## config.mk

```make
export PLATFORM = sky130hd
export DESIGN_NAME = tri_interval_timer
export DESIGN_NICKNAME = d
export VERILOG_FILES = /design/src/rtl/tmr_pkg.sv /design/src/rtl/tmr_prescale.sv /design/src/rtl/tmr_counter.sv /design/src/rtl/tmr_channel.sv /design/src/rtl/tri_interval_timer.sv
export SDC_FILE = /design/constraint.sdc
export NUM_CORES = 1
export LEC_CHECK = 0
export CAP_MARGIN = 25
export CORE_MARGIN = 5
export CORE_UTILIZATION = 30
export DETAILED_ROUTE_END_ITERATION = 8
export PLACE_DENSITY = 0.5
export SKIP_CTS_REPAIR_TIMING = 1
export SLEW_MARGIN = 10
export SYNTH_ARGS = -nofsm -noshare
export SYNTH_HDL_FRONTEND = slang
export SYNTH_SLANG_ARGS = --single-unit
```

## constraint.sdc

```tcl
create_clock -name clk -period 7.45 [get_ports clk]
set_clock_uncertainty 0.2 [all_clocks]
set_input_delay 1.8625 -clock clk [delete_from_list [all_inputs] [get_ports clk]]
set_output_delay 1.8625 -clock clk [all_outputs]
set_load 0.01 [all_outputs]
```

## src/rtl/tmr_pkg.sv

```systemverilog
package tmr_pkg;

  // byte offsets of channel 0; channel c adds CH_STRIDE * c
  localparam int unsigned OFS_CLK   = 'h00;
  localparam int unsigned OFS_CTRL  = 'h0C;
  localparam int unsigned OFS_CNT   = 'h18;
  localparam int unsigned OFS_IVL   = 'h24;
  localparam int unsigned OFS_STAT  = 'h54;
  localparam int unsigned OFS_IEN   = 'h60;
  localparam int unsigned CH_STRIDE = 4;

  // counter control field positions
  localparam int unsigned CTRL_W       = 6;
  localparam int unsigned CTRL_STOP    = 0;
  localparam int unsigned CTRL_IVLMODE = 1;
  localparam int unsigned CTRL_RESTART = 4;
  localparam logic [CTRL_W-1:0] CTRL_RST_VAL = 6'h01;

  typedef struct packed {
    logic wr_clk;
    logic wr_ctrl;
    logic wr_ivl;
    logic wr_ien;
    logic rd_stat;
  } chan_strobe_t;

endpackage

```

## src/rtl/tmr_prescale.sv

```systemverilog
module tmr_prescale #(
  parameter int unsigned EXP_W = 4
) (
  input  logic             clk,
  input  logic             rst,
  input  logic             run,
  input  logic             clr,
  input  logic             pre_en,
  input  logic [EXP_W-1:0] expo,
  output logic             tick
);
  localparam int unsigned PRE_W = 1 << EXP_W;

  logic [PRE_W-1:0] acc;
  logic [PRE_W-1:0] mask;

  // low N+1 bits set; the tick falls when they are all ones
  always_comb begin
    mask = ~({PRE_W{1'b1}} << ({1'b0, expo} + 1'b1));
    tick = run && (!pre_en || ((acc & mask) == mask));
  end

  always_ff @(posedge clk) begin
    if (rst || clr) acc <= '0;
    else if (run)   acc <= acc + 1'b1;
  end

  // with a divide of 4 or more, two ticks never come back to back
  p_tick_gap_r3: assert property (@(posedge clk) disable iff (rst)
    (tick && pre_en && expo != '0) |=> (!tick || !$stable(expo) || !pre_en));

  // a stopped divider does not move
  p_pre_hold_r4: assert property (@(posedge clk) disable iff (rst)
    (!run && !clr) |=> $stable(acc));

endmodule

```

## src/rtl/tmr_counter.sv

```systemverilog
module tmr_counter #(
  parameter int unsigned CNT_W = 16
) (
  input  logic             clk,
  input  logic             rst,
  input  logic             tick,
  input  logic             clr,
  input  logic             wrap_mode,
  input  logic [CNT_W-1:0] limit,
  output logic [CNT_W-1:0] count,
  output logic             match_evt
);

  always_comb match_evt = tick && wrap_mode && (count == limit) && !clr;

  always_ff @(posedge clk) begin
    if (rst || clr)     count <= '0;
    else if (match_evt) count <= '0;
    else if (tick)      count <= count + 1'b1;
  end

  // without a tick the count holds
  p_cnt_hold_r4: assert property (@(posedge clk) disable iff (rst)
    (!tick && !clr) |=> $stable(count));

  // restart zeroes the count
  p_restart_zero_r5: assert property (@(posedge clk) disable iff (rst)
    clr |=> (count == '0));

  // free-running mode steps by one and wraps at the top
  p_freerun_step_r6: assert property (@(posedge clk) disable iff (rst)
    (tick && !wrap_mode && !clr) |=> (count == $past(count) + 1'b1));

endmodule

```

## src/rtl/tmr_channel.sv

```systemverilog
module tmr_channel
  import tmr_pkg::*;
#(
  parameter int unsigned CNT_W = 16,
  parameter int unsigned EXP_W = 4
) (
  input  logic              clk,
  input  logic              rst,
  input  chan_strobe_t      stb,
  input  logic [CNT_W-1:0]  wdata,
  output logic [EXP_W:0]    clk_cfg,
  output logic [CTRL_W-1:0] ctrl_cfg,
  output logic [CNT_W-1:0]  count,
  output logic [CNT_W-1:0]  interval,
  output logic              stat,
  output logic              ien
);

  logic restart;
  logic run;
  logic tick;
  logic evt;

  always_comb begin
    restart = stb.wr_ctrl && wdata[CTRL_RESTART];
    run     = !ctrl_cfg[CTRL_STOP];
  end

  tmr_prescale #(.EXP_W(EXP_W)) u_pre (
    .clk    (clk),
    .rst    (rst),
    .run    (run),
    .clr    (restart),
    .pre_en (clk_cfg[0]),
    .expo   (clk_cfg[EXP_W:1]),
    .tick   (tick)
  );

  tmr_counter #(.CNT_W(CNT_W)) u_cnt (
    .clk       (clk),
    .rst       (rst),
    .tick      (tick),
    .clr       (restart),
    .wrap_mode (ctrl_cfg[CTRL_IVLMODE]),
    .limit     (interval),
    .count     (count),
    .match_evt (evt)
  );

  always_ff @(posedge clk) begin
    if (rst) begin
      clk_cfg  <= '0;
      ctrl_cfg <= CTRL_RST_VAL;
      interval <= '0;
      ien      <= 1'b0;
      stat     <= 1'b0;
    end else begin
      if (stb.wr_clk) clk_cfg <= wdata[EXP_W:0];
      if (stb.wr_ctrl) ctrl_cfg <= wdata[CTRL_W-1:0];
      else             ctrl_cfg[CTRL_RESTART] <= 1'b0;
      if (stb.wr_ivl) interval <= wdata;
      if (stb.wr_ien) ien <= wdata[0];
      // a new event outranks the acknowledge of the same cycle
      stat <= evt | (stat & ~stb.rd_stat);
    end
  end

  // an interval match wraps to zero and raises the flag
  p_ivl_wrap_r6: assert property (@(posedge clk) disable iff (rst)
    evt |=> (count == '0 && stat));

  // an acknowledge without a new event clears the flag
  p_stat_ack_r7: assert property (@(posedge clk) disable iff (rst)
    (stb.rd_stat && !evt) |=> !stat);

  // the restart bit lives for one cycle only
  p_restart_selfclr_r5: assert property (@(posedge clk) disable iff (rst)
    !stb.wr_ctrl |=> !ctrl_cfg[CTRL_RESTART]);

endmodule

```

## src/rtl/tri_interval_timer.sv

```systemverilog
module tri_interval_timer
  import tmr_pkg::*;
#(
  parameter int unsigned N_CH   = 3,
  parameter int unsigned ADDR_W = 8,
  parameter int unsigned BUS_W  = 16,
  parameter int unsigned CNT_W  = 16,
  parameter int unsigned EXP_W  = 4
) (
  input  logic              clk,
  input  logic              rst,
  input  logic              bus_wr,
  input  logic              bus_rd,
  input  logic [ADDR_W-1:0] bus_addr,
  input  logic [BUS_W-1:0]  bus_wdata,
  output logic [BUS_W-1:0]  bus_rdata,
  output logic              irq
);

  logic [EXP_W:0]    clk_cfg_v [N_CH];
  logic [CTRL_W-1:0] ctrl_v    [N_CH];
  logic [CNT_W-1:0]  cnt_v     [N_CH];
  logic [CNT_W-1:0]  ivl_v     [N_CH];
  logic [N_CH-1:0]   stat_v;
  logic [N_CH-1:0]   ien_v;
  logic [BUS_W-1:0]  rd_next;
  logic              src_any;

  for (genvar c = 0; c < N_CH; c++) begin : g_ch
    chan_strobe_t stb;

    always_comb begin
      stb.wr_clk  = bus_wr && (bus_addr == ADDR_W'(OFS_CLK  + CH_STRIDE * c));
      stb.wr_ctrl = bus_wr && (bus_addr == ADDR_W'(OFS_CTRL + CH_STRIDE * c));
      stb.wr_ivl  = bus_wr && (bus_addr == ADDR_W'(OFS_IVL  + CH_STRIDE * c));
      stb.wr_ien  = bus_wr && (bus_addr == ADDR_W'(OFS_IEN  + CH_STRIDE * c));
      stb.rd_stat = bus_rd && (bus_addr == ADDR_W'(OFS_STAT + CH_STRIDE * c));
    end

    tmr_channel #(.CNT_W(CNT_W), .EXP_W(EXP_W)) u_chan (
      .clk      (clk),
      .rst      (rst),
      .stb      (stb),
      .wdata    (bus_wdata[CNT_W-1:0]),
      .clk_cfg  (clk_cfg_v[c]),
      .ctrl_cfg (ctrl_v[c]),
      .count    (cnt_v[c]),
      .interval (ivl_v[c]),
      .stat     (stat_v[c]),
      .ien      (ien_v[c])
    );
  end

  always_comb begin
    rd_next = '0;
    for (int c = 0; c < N_CH; c++) begin
      if (bus_addr == ADDR_W'(OFS_CLK  + CH_STRIDE * c)) rd_next = BUS_W'(clk_cfg_v[c]);
      if (bus_addr == ADDR_W'(OFS_CTRL + CH_STRIDE * c)) rd_next = BUS_W'(ctrl_v[c]);
      if (bus_addr == ADDR_W'(OFS_CNT  + CH_STRIDE * c)) rd_next = BUS_W'(cnt_v[c]);
      if (bus_addr == ADDR_W'(OFS_IVL  + CH_STRIDE * c)) rd_next = BUS_W'(ivl_v[c]);
      if (bus_addr == ADDR_W'(OFS_STAT + CH_STRIDE * c)) rd_next = BUS_W'(stat_v[c]);
      if (bus_addr == ADDR_W'(OFS_IEN  + CH_STRIDE * c)) rd_next = BUS_W'(ien_v[c]);
    end
    src_any = |(stat_v & ien_v);
  end

  always_ff @(posedge clk) begin
    if (rst) begin
      bus_rdata <= '0;
      irq       <= 1'b0;
    end else begin
      bus_rdata <= bus_rd ? rd_next : '0;
      irq       <= src_any;
    end
  end

  // the line only rises for an enabled pending flag
  p_irq_src_r8: assert property (@(posedge clk) disable iff (rst)
    irq |-> $past(src_any));

  // an enabled pending flag always reaches the line
  p_irq_follow_r8: assert property (@(posedge clk) disable iff (rst)
    src_any |=> irq);

  // no read, no data
  p_rdata_idle_r9: assert property (@(posedge clk) disable iff (rst)
    !bus_rd |=> (bus_rdata == '0));

endmodule

```

# Word-level counts from Yosys, hierarchy flattened
# Index checks and enable logic that the tools add are counted.
word_totals:
  regBits: 200
  inputBits: 28
  elab_cells: 155
op_classes:
  add_sub_neg: 9
  eq_ne: 23
  shift: 3
  muxes: 18
  bitwise: 20
  n_reduce_logical: 55
op_table:
  columns: ["op", "n"]
  rows:
  - ["$mux 16", 15]
  - ["$add 16x1->16 const B", 6]
  - ["$eq 16x16->1", 6]
  - ["$and 16x16->16", 3]
  - ["$eq 8x7->1 const B", 6]
  - ["$not 16->16", 3]
  - ["$shl 16x5->16 const A", 3]
  - ["$eq 8x5->1 const B", 4]
  - ["$eq 8x6->1 const B", 4]
  - ["$logic_and 1x1->1", 30]
  - ["$eq 8x4->1 const B", 2]
  - ["$add 4x1->5 const B", 3]
  - ["$reduce_or 2->1", 7]
  - ["$logic_not 1->1", 9]
  - ["$eq 8x3->1 const B", 1]
  - ["$logic_not 8->1", 1]
  - ["$not 1->1", 7]
  - ["$logic_or 1x1->1", 6]
  - ["$mux 5", 1]
  - ["$reduce_or 4->1", 1]
  - ["$and 1x1->1", 3]
  - ["$and 3x3->3", 1]
  - ["$or 1x1->1", 3]
  - ["$reduce_or 3->1", 1]
  - ["$mux 1", 2]

# Depth between registers and ports, before layout
depth:
  word_depth: 19
  depth_mapped: 13
  mapped_depth_nobuf: 10

# Hierarchy
# From an unflattened synthesis, not the netlist that was laid out.
hier_totals:
  cells_unflattened: 1183
  area_unflattened_um2: 10451.3
by_module_without_submodules:
  columns: ["mod", "instances", "cells_each", "area_per_inst_um2", "seq_area_each_um2"]
  rows:
  - ["tmr_channel", 3, 96, 1039.7, 580.6]
  - ["tmr_prescale", 3, 108, 920.9, 320.3]
  - ["tmr_counter", 3, 100, 880.8, 320.3]
  - ["tri_interval_timer", 1, 271, 1926.8, 340.3]

# Worst setup path after synthesis
# Ideal clock, no wire load.
synth_timing:
  path_kind: "in2reg"
  from: "input bus_addr[1]"
  to: "register g_ch[1].u_chan.u_cnt.count[0]"
  setup_time_ps: 117
  t_arrival_ps: 3440
  required_time_ps: 7133
  setup_slack_ps: 3693
  stages: 7
  path_buffers: 2
  cell_sequence: "nor4_1 nand4_1 nand2b_1 clkbuf_1 o21bai_2 buf_2 nor2_1"
synth_via:
  elab_chain_cells: 6
synth_rtl:
  columns: ["element", "line", "text"]
  rows:
  - ["from (decl)", "tri_interval_timer.sv:14", "input logic [ADDR_W-1:0] bus_addr,"]
  - ["$eq 8x5->1 (*)", "tri_interval_timer.sv:34", "stb.wr_ctrl = bus_wr && (bus_addr == ADDR_W'(OFS_CTRL + CH_STRIDE * c));"]
  - ["$logic_and 1x1->1 (*)", "tri_interval_timer.sv:34", null]
  - ["$logic_and 1x1->1 (*)", "tmr_channel.sv:25", "restart = stb.wr_ctrl && wdata[CTRL_RESTART];"]
  - ["$logic_not 1->1", "tmr_counter.sv:14", "always_comb match_evt = tick && wrap_mode && (count == limit) && !clr;"]
  - ["$logic_and 1x1->1", "tmr_counter.sv:14", null]
  - ["$reduce_or 2->1 (no source line) (*)", null, null]
  - ["to (signal assigned)", "tmr_counter.sv:19", "else if (tick) count <= count + 1'b1;"]
  - ["to (decl)", "tmr_counter.sv:10", "output logic [CNT_W-1:0] count,"]
# Mark *: on every way between the ends. The rest lies on a longest branch, timed or not.
# A chain may end at the register's enable or synchronous reset.

# Final worst setup path
layout_timing:
  from: "input bus_addr[6]"
  to: "register bus_rdata[1]"
layout_via:
  elab_chain_cells: 17
layout_rtl:
  columns: ["element", "line", "text"]
  rows:
  - ["$logic_not 8->1", "tri_interval_timer.sv:57", "if (bus_addr == ADDR_W'(OFS_CLK + CH_STRIDE * c)) rd_next = BUS_W'(clk_cfg_v[c]);"]
  - ["$mux 5", "tri_interval_timer.sv:57", null]
  - ["$mux 16", "tri_interval_timer.sv:58", "if (bus_addr == ADDR_W'(OFS_CTRL + CH_STRIDE * c)) rd_next = BUS_W'(ctrl_v[c]);"]
  - ["$mux 16", "tri_interval_timer.sv:59", "if (bus_addr == ADDR_W'(OFS_CNT + CH_STRIDE * c)) rd_next = BUS_W'(cnt_v[c]);"]
  - ["$mux 16", "tri_interval_timer.sv:60", "if (bus_addr == ADDR_W'(OFS_IVL + CH_STRIDE * c)) rd_next = BUS_W'(ivl_v[c]);"]
  - ["$mux 16", "tri_interval_timer.sv:61", "if (bus_addr == ADDR_W'(OFS_STAT + CH_STRIDE * c)) rd_next = BUS_W'(stat_v[c]);"]
  - ["$mux 16", "tri_interval_timer.sv:62", "if (bus_addr == ADDR_W'(OFS_IEN + CH_STRIDE * c)) rd_next = BUS_W'(ien_v[c]);"]
  - ["$mux 16", "tri_interval_timer.sv:57", null]
  - ["$mux 16", "tri_interval_timer.sv:58", null]
  - ["$mux 16", "tri_interval_timer.sv:59", null]
  - ["$mux 16", "tri_interval_timer.sv:60", null]
  - ["$mux 16", "tri_interval_timer.sv:61", null]
  - ["$mux 16", "tri_interval_timer.sv:62", null]
  - ["$mux 16", "tri_interval_timer.sv:57", null]
  - ["$mux 16", "tri_interval_timer.sv:58", null]
  - ["$mux 16", "tri_interval_timer.sv:59", null]
  - ["$mux 16", "tri_interval_timer.sv:60", null]
  - ["to (signal assigned)", "tri_interval_timer.sv:72", "bus_rdata <= bus_rd ? rd_next : '0;"]
  - ["to (decl)", "tri_interval_timer.sv:16", "output logic [BUS_W-1:0] bus_rdata,"]
# Several ways; a longest one is shown, not always the timed one.

==> metrics.md <==
| Metric | Value |
|---|---|
| Status | completed |
| Largest cells by area after synthesis | dfxtp_1, a21oi_1, nand2_1, xnor2_1, xor2_1 |
| Clk root buf | clkbuf_16 |
| Cell Area, Synth | 10200 um^2 |
| Global-route wire length before repair | 49000 um |
| Routed len/inst | 17.8 um |
| Core area | 33600 um^2 |
| P&R area growth vs syn | 13.2% |
| Total wire length | 30400 um |
| Final critical-path setup slack | 2490 ps |
| Port-buffer cells | 44 |
| Die footprint | 37900 um^2 |
| Most frequent cell after synthesis | dfxtp_1 |
| Cell Pwr Density | 180 nW/um^2 |
| M1 GR Usage | 0.222 |
| Final setup vio count | 0 |
| Layout cell share with drive strength beyond 1 | 0.0564 |
| CTS tree | built |
| Peak VDD IR | 0.157 mV |
| Io pins | 45 |
| Routability cong. | 0.862 |
| Post-Syn Instances | 1252 |
| Post-synth top area share | 0.391 |
| Clk slew on worst S/H paths | 70 ps |
| # rows | 67 |
| Power Total | 2.09 mW |
| Initial Util | 0.304 |
| Met3 usage | 0.0232 |
| Residual DRC | 0 |
| Max Fclk | 202 MHz |
| HP Class | reg2reg |
| Crit Path Max Fanout | 16 |
| Number of antenna violations at the first check in global routing | 0 |
| Final nets | 1292 |
| Vias | 9012 |
| Final Util | 0.345 |
| Startpoint types | input pin |
| Required time worst endpoint | 7600 ps |
| Seq cells post-synth | 200 |
| Cell variety after synth | 65 |
| Worst skew pair latency | 440 ps |
| Place WS | 2030 ps |
| Largest net degree at the start of global routing | 51 |
| GR peak layer | met2 |
| Worst Path Arrival | 5120 ps |
| Total gr overflow | 0 |
| Post-DRT Antenna Nets | 0 |
| RSZ-0062 raised after global routing | false |
| H-Tree Depth | 4 |
| Slew Limit Fails | 0 |
| Leading area contributor after synthesis | dfxtp_1 |
| Die Wd | 195 um |
| Crit Path Category | in2reg |
| DP Area | 11000 um^2 |
| Post-synth EDFFs | 0 |
| First drt pass iteration count | 5 |
| Syn Nets | 1298 |
| CTS Buffer Depth | 2 |
| Vias in the first global route | 8592 |
| Fin area | 11600 um^2 |
| Ant diodes | 0 |
| Post-synthesis area per instance | 8.18 um^2 |
| Number of synthesis warnings | 0 |
| HPWL Detailed | 22000 um |
| Avg Vias per Cell | 5.28 |
| Met2 GRT Util | 0.260 |
| Top_reg_cell synth | dfxtp_1 |
| Tmin final | 4960 ps |
| Asr flop ratio synth | 0 |
| Most common library cells after synthesis | dfxtp_1, nand2_1, a21oi_1, nor2_1, clkbuf_1 |
| Crit end category | flop |
| Tot GR Track Use | 0.159 |
| Max-Cap Viols | 0 |
| Initial DRC count | 672 |
| Total negative slack | 0 ps |
| Post-route clock period utilization | 0.666 |
| Final Hold Violating Endpoints | 0 |
| Leak | 3.86 nW |
| Die extent in y | 195 um |
| CTS Buf Count | 17 |
| Least-Margin Pin Slew | 953 ps |
| Post-synthesis sequential area ratio | 0.391 |
| Max-slew headroom | 0.361 |
| Clock Sinks | 200 |
| Filler Cells Inserted | 3507 |
state kept, by name (all words and copies together), names as in the netlist:
signal,cells
g_ch.u_chan.ctrl_cfg,18
g_ch.u_chan.interval,48
g_ch.u_chan.stat,3
g_ch.u_chan.u_cnt.count,48
bus_rdata,16
g_ch.u_chan.clk_cfg,15
irq,1
g_ch.u_chan.ien,3
g_ch.u_chan.u_pre.acc,48
metrics by stage:
stage               cells  hold WS [ps]
floorplan            1252           233
global placement     1674           242
detailed placement   1674           252
CTS                  1706           262
global route         1707           287
finish               1707           266
path summary, 6_finish.rpt:
kind	startpoint	slack (ps)	cells after the start	to
setup reg to reg	g_ch[1].u_chan.clk_cfg[2]	3640	10	g_ch[1].u_chan.u_cnt.count[15]
hold / removal	g_ch[2].u_chan.ctrl_cfg[2]	270	2	g_ch[2].u_chan.ctrl_cfg[2]
hold reg to reg	g_ch[2].u_chan.ctrl_cfg[2]	270	2	g_ch[2].u_chan.ctrl_cfg[2]
setup / recovery	bus_addr[6]	2490	8	bus_rdata[1]
critical path, cell delays in order:
cell and delay, ps:
clkdlybuf4s50_1 530, nor4b_2 890, and2_0 760, a222oi_1 310, o211a_1 210, o31ai_1 280, o21ai_0 150, a21oi_1 130
layer usage:
| metal | wire length (um) | share of wire |
|---|---|---|
| met1 | 14500 | 0.48 |
| met5 | 0 | 0 |
| met3 | 1050 | 0.034 |
| met4 | 533 | 0.018 |
| met2 | 14300 | 0.47 |
cells by family after synthesis:
logic type,count (synthesis),share of synthesized area
AND/OR/NAND/NOR,490,0.240
AO/OA/AOI/OAI,309,0.193
flip-flops,200,0.391
buffers and inverters,114,0.0445
XOR/XNOR,94,0.0804
multiplexers,27,0.0285
adder cells (fa/ha/maj),18,0.0220
report_power, final:
part / internal [mW] / leakage [nW] / switching, mW
clock: 0.491 / 0.281 / 0.455
combinational: 0.0220 / 1.97 / 0.0481
sequential: 1.07 / 1.61 / 0.000983
total: 1.58 / 3.86 / 0.504
cells in the final DEF, fill, tap and decap left out, drive strengths merged, types with 4 or more instances in the layout:
cell	netlist	final
nor2b	4	4
o22ai	5	5
clkbuf	65	19
a22o	11	11
ha	18	18
nor3	13	13
and2	11	11
or3	25	25
a221oi	5	5
mux2i	26	26
o31ai	27	27
a21oi	139	139
nor4	11	11
a211o	5	5
nor2	96	96
nand4	22	22
and3	16	16
nand4b	4	4
a222oi	6	6
nand3	61	61
o221ai	4	4
o21ai	36	36
nor4b	5	5
nand2b	6	6
and4	9	9
a22oi	37	37
nand2	176	176
clkdlybuf4s50	0	43
buf	14	11
xor2	44	44
xnor2	50	50
a31oi	19	19
inv	35	41
or4	22	22
dfxtp	200	200
cell type report:
type | count | area, um^2 | share of cell area
sequential | 200 | 4000 | 0.346
multi-input combinational | 938 | 5790 | 0.500
inverter | 35 | 131 | 0.0113
clock inverter | 13 | 136 | 0.0118
timing repair buffer | 54 | 508 | 0.0438
clock buffer | 19 | 453 | 0.0391
tap | 448 | 561 | 0.0484
(Power assumes the default switching activity.)
